### src/rtl/dma_cs_pkg.sv
package dma_cs_pkg;
  localparam int DATA_W    = 8;
  localparam int CNT_W     = 16;
  localparam int ADDR_W    = 3;
  localparam int LEN_BYTES = CNT_W / DATA_W;

  localparam logic [ADDR_W-1:0] ADDR_CMD    = 3'd0;
  localparam logic [ADDR_W-1:0] ADDR_MODE   = 3'd1;
  localparam logic [ADDR_W-1:0] ADDR_LEN0   = 3'd2;
  localparam logic [ADDR_W-1:0] ADDR_MATCH  = 3'd4;
  localparam logic [ADDR_W-1:0] ADDR_MASK   = 3'd5;
  localparam logic [ADDR_W-1:0] ADDR_VEC    = 3'd6;
  localparam logic [ADDR_W-1:0] ADDR_STATUS = 3'd0;
  localparam logic [ADDR_W-1:0] ADDR_CNT0   = 3'd1;

  typedef enum logic [DATA_W-1:0] {
    CMD_ENABLE   = 8'h01,
    CMD_DISABLE  = 8'h02,
    CMD_RESET    = 8'h03,
    CMD_LOAD     = 8'h04,
    CMD_CONTINUE = 8'h05,
    CMD_CLRCNT   = 8'h06,
    CMD_CLRSTAT  = 8'h07,
    CMD_RDSTAT   = 8'h08,
    CMD_RDSEQ    = 8'h09
  } cmd_e;

  typedef struct packed {
    logic vecHasCause;
    logic irqEob;
    logic irqMatch;
    logic irqReady;
  } mode_t;

  typedef struct packed {
    logic clrCount;
    logic clrStatus;
  } strobe_t;
endpackage

### src/rtl/dma_cs_ctrl.sv
module dma_cs_ctrl
  import dma_cs_pkg::*;
(
  input  logic              clk,
  input  logic              rstN,
  input  logic              cpuWrEn,
  input  logic [ADDR_W-1:0] cpuAddr,
  input  logic [DATA_W-1:0] cpuWrData,
  input  logic              termHit,
  output logic              engineEn,
  output logic              addrLoad,
  output strobe_t           strobes,
  output mode_t             mode,
  output logic [CNT_W-1:0]  lenVal,
  output logic [DATA_W-1:0] matchByte,
  output logic [DATA_W-1:0] maskByte,
  output logic [DATA_W-1:0] vecBase
);
  cmd_e cmd;
  logic isCmd, enCmd, rstCmd, haltCmd;
  logic [CNT_W-1:0] lenReg;

  assign cmd     = cmd_e'(cpuWrData);
  assign isCmd   = cpuWrEn && (cpuAddr == ADDR_CMD);
  assign enCmd   = isCmd && (cmd == CMD_ENABLE || cmd == CMD_CONTINUE);
  assign rstCmd  = isCmd && (cmd == CMD_RESET);
  assign haltCmd = isCmd && (cmd == CMD_RDSTAT || cmd == CMD_RDSEQ);

  assign strobes.clrCount  = isCmd && (cmd == CMD_CLRCNT || cmd == CMD_CONTINUE || cmd == CMD_RESET);
  assign strobes.clrStatus = isCmd && (cmd == CMD_CLRSTAT || cmd == CMD_RESET);
  assign addrLoad          = isCmd && (cmd == CMD_LOAD);

  always_ff @(posedge clk) begin
    if (!rstN)                   engineEn <= 1'b0;
    else if (enCmd)              engineEn <= 1'b1;
    else if (cpuWrEn || termHit) engineEn <= 1'b0;
  end

  always_ff @(posedge clk) begin
    if (!rstN || rstCmd)                          mode <= '0;
    else if (cpuWrEn && cpuAddr == ADDR_MODE)     mode <= mode_t'(cpuWrData[3:0]);
  end

  for (genvar i = 0; i < LEN_BYTES; i++) begin : g_len
    always_ff @(posedge clk) begin
      if (!rstN) lenReg[i*DATA_W +: DATA_W] <= '0;
      else if (cpuWrEn && cpuAddr == ADDR_W'(ADDR_LEN0 + i))
        lenReg[i*DATA_W +: DATA_W] <= cpuWrData;
    end
  end

  always_ff @(posedge clk) begin
    if (!rstN) begin
      matchByte <= '0;
      maskByte  <= '0;
      vecBase   <= '0;
    end else if (cpuWrEn) begin
      if (cpuAddr == ADDR_MATCH) matchByte <= cpuWrData;
      if (cpuAddr == ADDR_MASK)  maskByte  <= cpuWrData;
      if (cpuAddr == ADDR_VEC)   vecBase   <= cpuWrData;
    end
  end

  assign lenVal = (lenReg == '0) ? CNT_W'(1) : lenReg;

  p_write_disables_r1: assert property (@(posedge clk) disable iff (!rstN)
    (cpuWrEn && !enCmd) |=> !engineEn);
  p_halt_cmds_r2: assert property (@(posedge clk) disable iff (!rstN)
    haltCmd |=> !engineEn);
  p_enable_cmd_r4: assert property (@(posedge clk) disable iff (!rstN)
    enCmd |=> engineEn);
  p_term_disables_r3: assert property (@(posedge clk) disable iff (!rstN)
    (termHit && !enCmd) |=> !engineEn);
endmodule

### src/rtl/dma_cs_dp.sv
module dma_cs_dp
  import dma_cs_pkg::*;
(
  input  logic              clk,
  input  logic              rstN,
  input  strobe_t           strobes,
  input  mode_t             mode,
  input  logic [CNT_W-1:0]  lenVal,
  input  logic [DATA_W-1:0] matchByte,
  input  logic [DATA_W-1:0] maskByte,
  input  logic [DATA_W-1:0] vecBase,
  input  logic              engineEn,
  input  logic              readyIn,
  input  logic              byteValid,
  input  logic [DATA_W-1:0] byteData,
  input  logic [ADDR_W-1:0] cpuAddr,
  output logic              termHit,
  output logic [DATA_W-1:0] cpuRdData,
  output logic              irqOut,
  output logic [DATA_W-1:0] irqVector
);
  logic [CNT_W-1:0] count, base;
  logic eobFlag, matchFlag, hit;
  logic causeEob, causeMatch, causeReady;
  logic [1:0] causeCode;
  logic [DATA_W-1:0] statusByte;

  assign base    = strobes.clrCount ? '0 : count;
  assign termHit = byteValid && (base == lenVal);
  assign hit     = byteValid && (((byteData ^ matchByte) & ~maskByte) == '0);

  always_ff @(posedge clk) begin
    if (!rstN)          count <= '0;
    else if (termHit)   count <= '0;
    else if (byteValid) count <= base + CNT_W'(1);
    else                count <= base;
  end

  always_ff @(posedge clk) begin
    if (!rstN) begin
      eobFlag   <= 1'b0;
      matchFlag <= 1'b0;
    end else begin
      eobFlag   <= termHit | (eobFlag   & ~strobes.clrStatus);
      matchFlag <= hit     | (matchFlag & ~strobes.clrStatus);
    end
  end

  assign causeEob   = mode.irqEob   && eobFlag;
  assign causeMatch = mode.irqMatch && matchFlag;
  assign causeReady = mode.irqReady && engineEn && readyIn;
  assign irqOut     = causeEob || causeMatch || causeReady;

  always_comb begin
    if (causeEob)        causeCode = 2'b10;
    else if (causeMatch) causeCode = 2'b01;
    else                 causeCode = 2'b00;
  end

  assign irqVector = mode.vecHasCause ? {vecBase[DATA_W-1:2], causeCode} : vecBase;

  assign statusByte = {3'b000, engineEn, irqOut, matchFlag, eobFlag, readyIn};

  always_comb begin
    cpuRdData = '0;
    if (cpuAddr == ADDR_STATUS) cpuRdData = statusByte;
    for (int i = 0; i < LEN_BYTES; i++)
      if (cpuAddr == ADDR_W'(ADDR_CNT0 + i)) cpuRdData = count[i*DATA_W +: DATA_W];
  end

  p_count_wrap_r3: assert property (@(posedge clk) disable iff (!rstN)
    termHit |=> (count == '0) && eobFlag);
  p_match_sets_r7: assert property (@(posedge clk) disable iff (!rstN)
    hit |=> matchFlag);
  p_clear_status_r10: assert property (@(posedge clk) disable iff (!rstN)
    (strobes.clrStatus && !termHit && !hit) |=> !eobFlag && !matchFlag);
  p_byte_counted_r11: assert property (@(posedge clk) disable iff (!rstN)
    (byteValid && !termHit && !strobes.clrCount) |=> count == $past(count) + CNT_W'(1));
  p_ready_irq_r8: assert property (@(posedge clk) disable iff (!rstN)
    (mode.irqReady && engineEn && readyIn) |-> irqOut);
endmodule

### src/rtl/dma_cs_unit.sv
module dma_cs_unit
  import dma_cs_pkg::*;
(
  input  logic              clk,
  input  logic              rstN,
  input  logic              cpuWrEn,
  input  logic [ADDR_W-1:0] cpuAddr,
  input  logic [DATA_W-1:0] cpuWrData,
  output logic [DATA_W-1:0] cpuRdData,
  input  logic              readyIn,
  input  logic              byteValid,
  input  logic [DATA_W-1:0] byteData,
  output logic              engineEn,
  output logic              addrLoad,
  output logic              blockEnd,
  output logic              irqOut,
  output logic [DATA_W-1:0] irqVector
);
  strobe_t           strobes;
  mode_t             mode;
  logic [CNT_W-1:0]  lenVal;
  logic [DATA_W-1:0] matchByte, maskByte, vecBase;
  logic              termHit;

  dma_cs_ctrl u_ctrl (
    .clk(clk), .rstN(rstN), .cpuWrEn(cpuWrEn), .cpuAddr(cpuAddr), .cpuWrData(cpuWrData),
    .termHit(termHit), .engineEn(engineEn), .addrLoad(addrLoad), .strobes(strobes),
    .mode(mode), .lenVal(lenVal), .matchByte(matchByte), .maskByte(maskByte), .vecBase(vecBase)
  );

  dma_cs_dp u_dp (
    .clk(clk), .rstN(rstN), .strobes(strobes), .mode(mode), .lenVal(lenVal),
    .matchByte(matchByte), .maskByte(maskByte), .vecBase(vecBase), .engineEn(engineEn),
    .readyIn(readyIn), .byteValid(byteValid), .byteData(byteData), .cpuAddr(cpuAddr),
    .termHit(termHit), .cpuRdData(cpuRdData), .irqOut(irqOut), .irqVector(irqVector)
  );

  assign blockEnd = termHit;
endmodule

### config.mk
export PLATFORM = sky130hd
export DESIGN_NAME = dma_cs_unit
export DESIGN_NICKNAME = d
export VERILOG_FILES = /design/src/rtl/dma_cs_pkg.sv /design/src/rtl/dma_cs_ctrl.sv /design/src/rtl/dma_cs_dp.sv /design/src/rtl/dma_cs_unit.sv
export SDC_FILE = /design/constraint.sdc
export NUM_CORES = 1
export LEC_CHECK = 0
export BUFFER_PORTS_ARGS = -buffer_cell sky130_fd_sc_hd__buf_2
export CORE_MARGIN = 2
export CORE_UTILIZATION = 34
export CTS_CLUSTER_DIAMETER = 150
export DETAILED_ROUTE_END_ITERATION = 12
export GPL_ROUTABILITY_DRIVEN = 1
export MAX_ROUTING_LAYER = met4
export PLACE_DENSITY = 0.48
export SETUP_SLACK_MARGIN = 0.05
export SLEW_MARGIN = 20
export SYNTH_ARGS = -nofsm -noshare
export SYNTH_HDL_FRONTEND = slang
export SYNTH_SLANG_ARGS = --single-unit
### constraint.sdc
create_clock -name clk -period 2.7 [get_ports clk]
set_input_delay 0.135 -clock clk [delete_from_list [all_inputs] [get_ports clk]]
set_output_delay 0.135 -clock clk [all_outputs]
set_load 0.02 [all_outputs]
==> results.ini, run 1 <==
[global_route]
grt_start_max_net_pins = 43
grt_pass1_vias = 2989
track_usage_pct = 20.84
grt_remaining_overflow = 0
grt_pass1_wl_um = 15890
antenna_found_initial = 0

[finish]
layout-drive-gt1-share_pct = 18.51
area_growth_pct = 16.17
n_antenna_cell = 0
final_util_pct = 40.10
nets = 491
finalInstanceArea_um2 = 3847

[critical_path]
rrSetupSlack_ns = 0.56
r2r_cells = 8
r2r_start = u_ctrl.lenReg[15]$_SDFFE_PN0P_
crit_path_max_incr_delay_ns = 0.37
crit_chain = nor4_2, a41oi_1, mux2i_1, a32oi_1, a2111oi_2, nand3_1, inv_1, buf_2
end_kind = output pin
cp-start-kind = flop
path_class = reg -> out
cp.required_ns = 2.57
r2r-end = u_ctrl.engineEn$_SDFFE_PN0P_
crit_start = u_ctrl.lenReg[15]$_SDFFE_PN0P_
cp_slowest_cell = dfxtp_1
crit_path_max_fanout = 4
cp.arrival_ns = 2.33

[placed_design]
hpwl_um = 7388
io_buffers = 43
place_ws_ns = 0.3836
place_congestion = 0.8888
dpl_cell_area_um2 = 3623

[cts]
postCtsSetupBuffers = 0
clkTransAtPathRegs_ns = 0.07
post_cts_resized = 0
cts_buffers = 9
cts_tree = yes
cts_root_buf = clkbuf_8
cts.htree.levels = 3
clock-sinks = 63
cts_max_path_buffers = 2
insertion_delay_ns = 0.35
cts_hold_buf = 0

[die]
rows = 36
die_height_um = 102.7
dieArea_um2 = 10550
ioPinCount = 44
die_x_um = 102.7
core_region_area_um2 = 9594
initial_utilization_pct = 34.52

[sta]
finalCritPeriodShare_pct = 91.24
fmaxAchievable_ghz = 0.4059
rsz0062_at_grt = no
min_period_ns = 2.463
maxSlewHeadroom_pct = 51.25
fin_tns_setup_ns = 0
maxSlewViolCount = 0
setup_slack_ns = 0.2365
tightestPinTransition_ns = 0.7286
fin_skew_ns = 0.007156
finalSetupViolCount = 0
finalHoldViolCount = 0

[hold_path]
worstHoldStart = cpuWrData[7]
hold_class = in -> reg
holdPathStages = 3
holdPathEnd = u_ctrl.matchByte[7]$_SDFFE_PN0P_

[logic_synthesis]
synth_area_leaders = dfxtp_1, nand2_1, a21oi_1
synth-edff-count = 0
ys_ff_latch = 63
syn_inst = 431
ys_seq_area_share_pct = 38.08
synth_fp_nets = 456
synth.top_cell.area_share_pct = 38.08
synthDistinctLibCells = 52
synth_area_um2 = 3312
yosys_warnings = 0
synth_flop_cell = dfxtp_1
synth_area_leader_cell = dfxtp_1
synth-async-reset-ratio_pct = 0
avgSynthCellArea_um2 = 7.684

[routing]
post_drt_wl_per_cell_um = 16.33
dr.pass1.iters = 4
viasPerCell = 5.091
vias = 3070
drt-initial-drc-count = 145
drc = 0
wirelength_um = 9847
antenna_left = 0

[status]
outcome = finished, final reports clean

[job]
drv_cap = 0

[pwr]
power_density_nw_per_um2 = 547.1
p_leak_nw = 1.386
worst_ir_drop_vdd_mv = 0.2613

[registers in the layout (all words and copies together) (netlist names)]
name / count
u_ctrl.matchByte: 8
u_dp.matchFlag: 1
u_ctrl.lenReg: 16
u_dp.eobFlag: 1
u_dp.count: 16
u_ctrl.mode: 4
u_ctrl.maskByte: 8
u_ctrl.engineEn: 1
u_ctrl.vecBase: 8
[power by group]
part           internal, mW  switching (mW)
clock                 0.537           0.365
combinational        0.0917           0.139
sequential            0.949          0.0230
[cells in the mapped netlist, drive strengths merged, types with 2 or more instances]
cell type / instances
inv: 9
xor2: 8
nor4: 6
a2111oi: 2
nand4: 6
a22oi: 5
nor2: 35
a21boi: 2
nor3: 16
a22o: 2
and3: 4
and2: 2
nor4b: 2
nor2b: 3
clkbuf: 19
mux2i: 11
nand2b: 6
nand3b: 3
buf: 13
nand3: 15
dfxtp: 63
nand2: 94
a21oi: 49
o22ai: 7
xnor2: 21
o21ai: 13
[cell families (layout without fill, tap and decap cells)]
| logic type | after synthesis | after routing | share of synthesized area (%) |
|---|---|---|---|
| AOI/OAI and AO/OA | 87 | 87 | 15.64 |
| xor gates and xnor gates | 29 | 29 | 7.669 |
| adders and majority gates | 1 | 1 | 0.3777 |
| buffers and inverters | 42 | 81 | 6.573 |
| DFF | 63 | 63 | 38.08 |
| muxes | 11 | 11 | 3.325 |
| and+or+nand+nor | 198 | 198 | 28.33 |
[metrics by stage]
step,cells,power [mW],hold slack (ns)
global placement,588,1.222,0.4409
detailed placement,588,1.222,0.4317
CTS,603,2.124,0.07386
floorplan,431,1.144,0.2710
finish,603,2.105,0.08649
global route,603,2.193,0.09172
[how the worst max path moves through the flow]
stage	cells past startpoint	slack (ns)	endpoint
floorplan	13	0.43	u_dp.count[10]$_SDFF_PP0_
global placement	10	0.42	u_ctrl.engineEn$_SDFFE_PN0P_
detailed placement	12	0.38	u_dp.count[10]$_SDFF_PP0_
CTS	8	0.17	blockEnd
global route	8	0.08	blockEnd
finish	8	0.24	blockEnd
[worst max-delay path: cells and delay by family, from the launching register on]
kind,cells,cell delay [ns]
multiplexers,1,0.18
buffers and inverters,2,0.25
flip-flops,1,0.37
AO/OA/AOI/OAI,3,0.59
AND/OR/NAND/NOR,2,0.60
[metal layers]
metal | up-vias | track usage (%) | part of all wire [%]
li1 | 1532 | - | -
met4 | 0 | 6.256 | 1.6
met2 | 81 | 34.19 | 47
met5 | - | - | 0
met3 | 12 | 4.271 | 4.3
met1 | 1445 | 25.86 | 47
[cells in the final DEF (no fill, tap or decap), types with 11 or more instances in the layout]
cell and instances:
a21oi_1 48, nand3_1 15, buf_2 43, nand2_1 94, buf_4 12, nor3_1 11, dfxtp_1 63, mux2i_1 11
nor2_1 33, xnor2_1 21
[cell type report]
cell class | count | area [um^2]
clock buffers | 11 | 141.4
flip-flops and latches | 63 | 1261
well taps | 133 | 166.4
clock inverters | 4 | 70.07
repair buffers | 56 | 325.3
inverters | 10 | 37.54
multi-input cells | 326 | 1846
fillers | 1044 | 5747
No activity file was read; power rests on OpenSTA's default activity.
==> run 2, diff against run 1 <==
- ABC_AREA: default -> 1
- clock period: 2.7 -> 3 ns (I/O delays scaled with it)
==> results.ini, run 2 <==
[routing]
post_drt_wl_per_cell_um = 15.38  ; was 16.33 um
highest_layer = met4  ; unchanged
drc = 0  ; unchanged
antenna_left = 0  ; unchanged
wl_met3_um = 382  ; was 428 um
viasPerCell = 4.924  ; was 5.091
wirelength_um = 10580  ; was 9847 um
dr.pass1.iters = 4  ; unchanged
dr_wl_met2_um = 4838  ; was 4653 um
drt-initial-drc-count = 178  ; was 145
route.layer.met1.wl_um = 5209  ; was 4608 um
vias = 3388  ; was 3070

[die]
dieArea_um2 = 11120  ; was 10550 um^2
ioPinCount = 44  ; unchanged
die_x_um = 105.5  ; was 102.7 um
rows = 37  ; was 36
core_region_area_um2 = 10140  ; was 9594 um^2
initial_utilization_pct = 34.53  ; was 34.52%
die_height_um = 105.5  ; was 102.7 um

[logic_synthesis]
yosys_warnings = 0  ; unchanged
synth.top_cell.area_share_pct = 36.03  ; was 38.08%
synth_flop_cell = dfxtp_1  ; unchanged
ys_ff_latch = 63  ; unchanged
ys_seq_area_share_pct = 36.03  ; was 38.08%
synth-async-reset-ratio_pct = 0  ; unchanged
synth_area_leaders = dfxtp_1, nand2_1, a21oi_1  ; unchanged
synth_area_um2 = 3501  ; was 3312 um^2
avgSynthCellArea_um2 = 6.811  ; was 7.684 um^2
synth.most_common_cell = nand2_1  ; unchanged
synth_fp_nets = 539  ; was 456
synth.cells.most_frequent = nand2_1, dfxtp_1, inv_1  ; was nand2_1, dfxtp_1, a21oi_1
syn_inst = 514  ; was 431
synthDistinctLibCells = 36  ; was 52
synth-edff-count = 0  ; unchanged
synth_area_leader_cell = dfxtp_1  ; unchanged

[global_route]
grt_remaining_overflow = 0  ; unchanged
antenna_found_initial = 0  ; unchanged
grt_start_max_net_pins = 46  ; was 43
grt_pass1_vias = 3278  ; was 2989
grt_pass1_wl_um = 17390  ; was 15890 um
track_usage_pct = 20.66  ; was 20.84%

[critical_path]
crit_path_max_incr_delay_ns = 0.24  ; was 0.37 ns
cpMostUsedCell = nand2_1
r2r_start = u_ctrl.lenReg[9]$_SDFFE_PN0P_  ; was u_ctrl.lenReg[15]$_SDFFE_PN0P_
r2r_cells = 13  ; was 8
crit_chain = buf_2, nor2_1, nand2_1, nor2_2, nand2_1, nand2_1, nand2_2, nand2_1, nor2_1, nor3b_1, nand3b_1, nor2_1, buf_2  ; was nor4_2, a41oi_1, mux2i_1, a32oi_1, a2111oi_2, nand3_1, inv_1, buf_2
end_kind = output pin  ; unchanged
r2r-end = u_dp.count[15]$_SDFF_PP0_  ; was u_ctrl.engineEn$_SDFFE_PN0P_
crit_path_max_fanout = 13  ; was 4
rrSetupSlack_ns = 1.16  ; was 0.56 ns
cp_top_family = simple AND/OR/NAND/NOR gates  ; unchanged
cp-start-kind = input pin  ; was flop
path_class = in -> out  ; was reg -> out
cp.required_ns = 2.85  ; was 2.57 ns
crit_buf_inv = 2  ; unchanged
cp_slowest_cell = nor2_2  ; was dfxtp_1
path_depth = 13  ; was 8
cp.arrival_ns = 2.03  ; was 2.33 ns

[placed_design]
hpwl_um = 8360  ; was 7388 um
io_buffers = 43  ; unchanged
place_inst = 672  ; was 588
place_congestion = 0.9124  ; was 0.8888

[pwr]
p_seq_share_pct = 43.6  ; was 46.2%
power.clock.fraction_pct = 45.3  ; was 42.9%
worst_ir_drop_vdd_mv = 0.2355  ; was 0.2613 mV
p_sw_uw = 532.9  ; was 526.9 uW
fin_total_pwr_mw = 2.025  ; was 2.105 mW
internal-power_mw = 1.492  ; was 1.578 mW
p_sw_share_pct = 26.31  ; was 25.03%
power_density_nw_per_um2 = 506.6  ; was 547.1 nW/um^2
p_leak_nw = 1.784  ; was 1.386 nW
power.share.combinational_pct = 11.1  ; was 10.9%

[finish]
mostFrequentLayoutCells = nand2_1, dfxtp_1, inv_1, nor2_1  ; was nand2_1, dfxtp_1, a21oi_1, buf_2, nor2_1
stdcell_count = 688  ; was 603
reg.largest.list = u_ctrl.lenReg: 16 flops, u_dp.count: 16 flops  ; unchanged
n_antenna_cell = 0  ; unchanged
fillCellCount = 1096  ; was 1044
layout-drive-gt1-share_pct = 16.12  ; was 18.51%
area_growth_pct = 14.19  ; was 16.17%
final_common_cell = nand2_1  ; unchanged
nets = 572  ; was 491

[sta]
fin_skew_ns = 0.01220  ; was 0.007156 ns
holdWs_ns = 0.1336  ; was 0.08649 ns
rsz0062_at_grt = no  ; unchanged
finalCritPeriodShare_pct = 72.63
min_period_ns = 2.179
fin_tns_setup_ns = 0  ; unchanged
finalHoldViolCount = 0  ; unchanged
finalSetupViolCount = 0  ; unchanged
maxSlewViolCount = 0  ; unchanged
fmaxAchievable_ghz = 0.4590
maxSlewHeadroom_pct = 45.83  ; was 51.25%
tightestPinTransition_ns = 0.8096  ; was 0.7286 ns

[cts]
postCtsSetupBuffers = 0  ; unchanged
cts_hold_buf = 0  ; unchanged
post_cts_resized = 0  ; unchanged
clkTransAtPathRegs_ns = 0.07  ; about the same
cts.htree.levels = 3  ; unchanged
cts_tree = yes  ; unchanged
clock-sinks = 63  ; unchanged
insertion_delay_ns = 0.34  ; was 0.35 ns
cts_buffers = 9  ; unchanged
cts_root_buf = clkbuf_8  ; unchanged
cts_max_path_buffers = 2  ; unchanged

[hold_path]
holdPathEnd = u_ctrl.lenReg[12]$_SDFFE_PN0P_  ; was u_ctrl.matchByte[7]$_SDFFE_PN0P_
hold_class = in -> reg  ; unchanged
holdPathStages = 3  ; unchanged
worstHoldStart = cpuWrData[4]  ; was cpuWrData[7]

[job]
drv_cap = 0  ; unchanged

[status]
outcome = finished, final reports clean  ; unchanged

[run 2: changes by cell type after synthesis, sizes merged, moves of 11 or more]
cell   before  now
mux2i      11    0
inv         9   64
nand4       6   17
nand3      15   38
nand2      94  105
o21ai      13   49
nor2       35   64
[run 2: power by group through the flow]
stage	sequential [mW]	combinational (mW)	clock, mW
after global placement	0.902	0.227	0
after CTS	0.882	0.228	0.939
after detailed placement	0.902	0.227	0
after floorplan	0.894	0.164	0
after global routing	0.886	0.253	0.970
final	0.883	0.225	0.917
[run 2: worst max path at each step]
stage,startpoint,endpoint,slack (ns)
finish,cpuWrData[6],blockEnd,0.82
global placement,cpuWrData[4],u_dp.count[14]$_SDFF_PP0_,0.61
floorplan,cpuWrEn,u_dp.count[10]$_SDFF_PP0_,1.21
CTS,cpuWrData[6],blockEnd,0.80
global route,cpuWrData[6],blockEnd,0.55
detailed placement,cpuWrData[6],u_dp.count[14]$_SDFF_PP0_,0.61
[run 2: kinds of logic (layout without fill, tap and decap cells)]
| kind of cell | after synthesis | count (layout) | share of synthesized area, % |
|---|---|---|---|
| XOR/XNOR | 18 | 18 | 4.503 |
| buffers and inverters | 88 | 126 | 11.19 |
| adder cells (fa/ha/maj) | 1 | 1 | 0.3573 |
| AND/OR/NAND/NOR | 237 | 237 | 31.84 |
| AO/OA/AOI/OAI | 107 | 107 | 16.08 |
| flip-flops | 63 | 63 | 36.03 |
[run 2: worst reg2reg max path, stage by stage (launching register included)]
cell     delay, ns
dfxtp_1       0.42
nor2_1        0.07
nand2_1       0.06
nor2_1        0.04
a21oi_1       0.25
inv_1         0.08
nand2_1       0.08
nand2_1       0.06
nor2_1        0.09
nand2_1       0.05
nor2_1        0.11
nand3_2       0.14
nand2_4       0.21
nor2_1        0.08
[run 2: metal layers]
metal | vias up | track usage (%)
li1 | 1745 | -
met1 | 1559 | 28.11
met2 | 72 | 31.94
met3 | 12 | 2.845
met4 | 0 | 6.190
met5 | - | -
[run 2: layout make-up]
class                      count  area, um^2  area share (%)
multi-input combinational    363        1848           46.23
clock inverter                 7       120.1           3.005
inverter                      65       244.0           6.103
timing repair buffer          45       230.2           5.759
sequential                    63        1261           31.55
clock buffer                   9       123.9           3.099
tap                          136       170.2           4.257
[run 2: stage by stage]
stage	instance area (um^2)	util (%)	setup slack, ns
floorplan	3501	-	1.211
global placement	3754	37.02	0.6139
detailed placement	3754	37.02	0.6111
CTS	3998	39.43	0.7970
global route	3998	39.43	0.5493
finish	3998	39.43	0.8212
